$ cat config.mk
export PLATFORM = sky130hd
export DESIGN_NAME = pin_deserializer
export DESIGN_NICKNAME = d
export VERILOG_FILES = /design/src/rtl/pin_deserializer_pkg.sv /design/src/rtl/pin_deserializer_width.sv /design/src/rtl/pin_deserializer_shift.sv /design/src/rtl/pin_deserializer_hold.sv /design/src/rtl/pin_deserializer.sv
export SDC_FILE = /design/constraint.sdc
export NUM_CORES = 1
export LEC_CHECK = 0
export BUFFER_PORTS_ARGS = -buffer_cell sky130_fd_sc_hd__buf_2
export CORE_UTILIZATION = 35
export DETAILED_ROUTE_END_ITERATION = 10
export GPL_TIMING_DRIVEN = 0
export SLEW_MARGIN = 20
export SYNTH_ARGS = -nofsm -noshare
export SYNTH_HDL_FRONTEND = slang
export SYNTH_HIERARCHICAL = 1
export SYNTH_SLANG_ARGS = --single-unit
$ cat constraint.sdc
create_clock -name clk -period 2.5 [get_ports clk]
set_input_delay 0.25 -clock clk [delete_from_list [all_inputs] [get_ports clk]]
set_output_delay 0.25 -clock clk [all_outputs]
set_load 0.01 [all_outputs]
$ cat src/rtl/pin_deserializer_pkg.sv
package pin_deserializer_pkg;
  localparam int XFER_MAX = 32;
  localparam int CFG_W    = 6;
  typedef logic [XFER_MAX-1:0] word_t;
  typedef logic [CFG_W-1:0]    width_t;

  // A width is usable when it fits the word and is a whole number of pin samples.
  function automatic logic width_ok(input width_t w, input int pin_w);
    int wi;
    wi = int'(w);
    return (wi >= pin_w) && (wi <= XFER_MAX) && ((wi % pin_w) == 0);
  endfunction
endpackage

$ cat src/rtl/pin_deserializer_width.sv
module pin_deserializer_width
  import pin_deserializer_pkg::*;
#(
  parameter int PIN_W = 4
) (
  input  logic   clk,
  input  logic   rst_n,
  input  logic   cfg_load,
  input  width_t cfg_width,
  output width_t width_q,
  output logic   cfg_accept
);
  localparam width_t RESET_WIDTH = width_t'(PIN_W);

  assign cfg_accept = cfg_load && width_ok(cfg_width, PIN_W);

  always_ff @(posedge clk) begin
    if (!rst_n) begin
      width_q <= RESET_WIDTH;
    end else if (cfg_accept) begin
      width_q <= cfg_width;
    end
  end
endmodule

$ cat src/rtl/pin_deserializer_shift.sv
module pin_deserializer_shift
  import pin_deserializer_pkg::*;
#(
  parameter int PIN_W = 4
) (
  input  logic             clk,
  input  logic             rst_n,
  input  logic             enable,
  input  logic             restart,
  input  logic [PIN_W-1:0] pin_in,
  input  width_t           width_q,
  output logic             word_done,
  output word_t            word
);
  localparam int SH = $clog2(PIN_W);

  width_t cnt_q;
  width_t samples_per_word;
  width_t pos;
  word_t  shift_q;
  word_t  sample_ext;
  word_t  merged;

  assign samples_per_word = width_q >> SH;
  assign pos              = cnt_q << SH;
  assign sample_ext       = word_t'(pin_in) << pos;
  assign merged           = shift_q | sample_ext;
  assign word_done        = enable && !restart && (cnt_q == samples_per_word - width_t'(1));
  assign word             = merged;

  always_ff @(posedge clk) begin
    if (!rst_n || restart) begin
      cnt_q   <= '0;
      shift_q <= '0;
    end else if (enable) begin
      if (word_done) begin
        cnt_q   <= '0;
        shift_q <= '0;
      end else begin
        cnt_q   <= cnt_q + width_t'(1);
        shift_q <= merged;
      end
    end
  end
endmodule

$ cat src/rtl/pin_deserializer_hold.sv
module pin_deserializer_hold
  import pin_deserializer_pkg::*;
(
  input  logic  clk,
  input  logic  rst_n,
  input  logic  enable,
  input  logic  restart,
  input  logic  word_done,
  input  word_t word,
  input  logic  rd_ready,
  input  logic  ovr_clr,
  output logic  rd_valid,
  output word_t rd_data,
  output logic  overrun
);
  logic lost;

  assign lost = word_done && rd_valid && !rd_ready;

  always_ff @(posedge clk) begin
    if (!rst_n || restart) begin
      rd_valid <= 1'b0;
    end else if (word_done) begin
      rd_valid <= 1'b1;
    end else if (rd_valid && rd_ready) begin
      rd_valid <= 1'b0;
    end
  end

  always_ff @(posedge clk) begin
    if (!rst_n) begin
      rd_data <= '0;
    end else if (word_done) begin
      rd_data <= word;
    end
  end

  always_ff @(posedge clk) begin
    if (!rst_n || !enable) begin
      overrun <= 1'b0;
    end else if (lost) begin
      overrun <= 1'b1;
    end else if (ovr_clr) begin
      overrun <= 1'b0;
    end
  end
endmodule

$ cat src/rtl/pin_deserializer.sv
module pin_deserializer
  import pin_deserializer_pkg::*;
#(
  parameter int PIN_W = 4
) (
  input  logic             clk,
  input  logic             rst_n,
  input  logic             enable,
  input  logic [PIN_W-1:0] pin_in,
  input  logic             cfg_load,
  input  logic [5:0]       cfg_width,
  input  logic             ovr_clr,
  output logic             rd_valid,
  input  logic             rd_ready,
  output logic [31:0]      rd_data,
  output logic             overrun
);
  width_t width_q;
  logic   cfg_accept;
  logic   restart;
  logic   word_done;
  word_t  word;

  assign restart = cfg_accept || !enable;

  pin_deserializer_width #(.PIN_W(PIN_W)) u_width (
    .clk(clk), .rst_n(rst_n), .cfg_load(cfg_load), .cfg_width(cfg_width),
    .width_q(width_q), .cfg_accept(cfg_accept)
  );

  pin_deserializer_shift #(.PIN_W(PIN_W)) u_shift (
    .clk(clk), .rst_n(rst_n), .enable(enable), .restart(restart), .pin_in(pin_in),
    .width_q(width_q), .word_done(word_done), .word(word)
  );

  pin_deserializer_hold u_hold (
    .clk(clk), .rst_n(rst_n), .enable(enable), .restart(restart),
    .word_done(word_done), .word(word), .rd_ready(rd_ready), .ovr_clr(ovr_clr),
    .rd_valid(rd_valid), .rd_data(rd_data), .overrun(overrun)
  );
endmodule

==> impl_metrics.ini <==
[run_status]
status = complete, no violations

[power]
p_switching_mw = 0.553
seqPwrFrac = 0.517
powerDensity_mw_per_mm2 = 612
power_leakage_nw = 1.71
internal-power_mw = 1.82
combPwrFrac = 0.092
clkPwrFrac = 0.391
swShare = 0.233
max-vdd-ir-drop_mv = 0.344

[clock_tree]
cts_buffer_depth = 2
cts_buffers = 9
path_clk_slew_ps = 70
cts_num_sinks = 76
cts_setup_buffers = 0
htree_levels = 3
cts_tree = done
clkLatencyLatePin_ps = 350
ctsRootBufferMaster = clkbuf_8
hold_buffers = 0
cts_resized = 0

[floorplanning]
rows = 35
die_y_um = 99.4
die_x_um = 99.4
pin_count = 50
die_area_sq_mm = 0.00988
initial_core_util = 0.361
core_sq_mm = 0.00920

[layout]
fin_area_sq_mm = 0.00387
syn2layout_area_growth_pct = 16.7
finalNetCount = 417
multi_input_area_sq_mm = 0.00160
drive_gt1_frac = 0.187
seq_area_sq_mm = 0.00152
fill_cells = 917
antenna_cells = 0

[sta]
fin_ws_ps = 282
rsz0062_at_grt = false
tightest_slew_ps = 879
min_period_ps = 2220
skew_ps = 9.53
period_share = 0.887
slew_headroom = 0.409
finalSetupTns_ps = 0
finalHoldViolCount = 0
drv_slew = 0
setup_viol = 0
max_freq_ghz = 0.451

[routing]
first_iter_violations = 172
wl_per_cell_um = 14.5
vias = 2585
finalWirelength_um = 7420
remaining_drc_errors = 0
via_per_inst = 5.04
first_pass_iters = 4
drtAntennaViolNets = 0

[setup_path]
worstPathArrival_ps = 2460
crit_family = simple AND/OR/NAND/NOR gates
critPathCaptureType = register
slowest_delay_ps = 540
cpMaxStageDelayCell = or4_4
crit_buf_inv = 4
path_class = in2reg
path_cells = buf_2 -> or4_4 -> nand3_2 -> inv_1 -> nand2b_1 -> nand4b_1 -> nor4_1 -> buf_6 -> buf_12 -> mux2i_1 -> nor2b_1
reg2reg_slack_ps = 320
cp_max_fo = 10
start_kind = primary input
critPathRequiredTime_ps = 2740

[placed_design]
gp_congestion = 0.756
io_buffers = 45
dpl.hpwl_um = 5080
place_area_sq_mm = 0.00368
pre_cts_slack_ps = -95.2

[synthesis]
synth_nets = 361
yosysWarnings = 6
synth_area_sq_mm = 0.00332
netlist_instances = 343
syn_avg_cell_area_sq_um = 9.68

[worst_hold_path]
hp-class = in2reg

[global_route]
grt-busiest-layer = met2
grt_overflow_total = 0
antenna_found_initial = 0
grtUsageMet3 = 0.0295
gr-usage-met1 = 0.222
grt_first_pass_wirelength_um = 12300
met2_usage = 0.244
grt_use_total = 0.161
grt_max_degree = 15
grt_pass1_vias = 2430

[run]
cap_violations = 0
area by class of cell:
cell class,instances,share of cell area
clock inverters,2,0.00904
well taps,111,0.0359
flip-flops and latches,76,0.393
repair buffers,45,0.0581
inverters,4,0.00388
clock buffers,12,0.0401
plain buffers,26,0.0475
multi-input cells,237,0.413
worst register-to-register path: stages (launching register included):
cell	delay (ps)
dfxtp_1	390
inv_1	70
ha_1	300
xor2_1	140
nand4b_1	140
nor4_1	360
buf_6	250
buf_12	160
mux2i_1	200
nor2b_1	60
registers in the layout, summed over array words and instances, names as in the netlist:
signal	flops
u_hold/rd_data	32
u_shift/shift_q	32
u_shift/cnt_q	6
u_width/width_q	4
u_hold/overrun	1
u_hold/rd_valid	1
placed cells by master, fill, tap and decap left out, types with 5 or more instances in the layout:
cell and count:
a21o_1 32, a21oi_1 14, a31oi_1 21, buf_2 48, clkbuf_1 15, clkbuf_8 11
dfxtp_1 76, mux2i_1 34, nand2_1 7, nor2_1 42, nor2b_1 34, xnor2_1 6
xor2_1 5
metal layers:
layer / part of all wire / up-vias
met3: 0.038 / 12
met2: 0.44 / 56
met5: 0 / -
met4: 0.019 / 0
met1: 0.50 / 1213
li1: - / 1304
through the flow:
step                utilization  total power, mW  hold slack, ps  std cells
CTS                       0.421             2.40             150        513
detailed placement        0.401             1.47             459        499
floorplan                     -             1.41             330        343
global placement          0.401             1.47             448        499
global route              0.421             2.47             172        513
finish                    0.421             2.37             167        513
power groups by stage:
| stage | registers, mW | clock network (mW) | logic, mW |
|---|---|---|---|
| after floorplan | 1.26 | 0 | 0.154 |
| after global placement | 1.25 | 0 | 0.216 |
| after detailed placement | 1.26 | 0 | 0.217 |
| after CTS | 1.23 | 0.952 | 0.218 |
| after global routing | 1.23 | 1.00 | 0.236 |
| final | 1.23 | 0.927 | 0.217 |
worst paths after layout:
kind	startpoint	end	depth (start not counted)
hold / removal	ovr_clr	u_hold/overrun$_SDFFE_PP0P_	3
hold reg to reg	u_hold/overrun$_SDFFE_PP0P_	u_hold/overrun$_SDFFE_PP0P_	2
setup reg to reg	u_width/width_q[2]$_SDFFE_PN1P_	u_hold/rd_data[10]$_SDFFE_PN0P_	9
setup / recovery	cfg_width[5]	u_hold/rd_data[10]$_SDFFE_PN0P_	11
(Power assumes the default switching activity.)
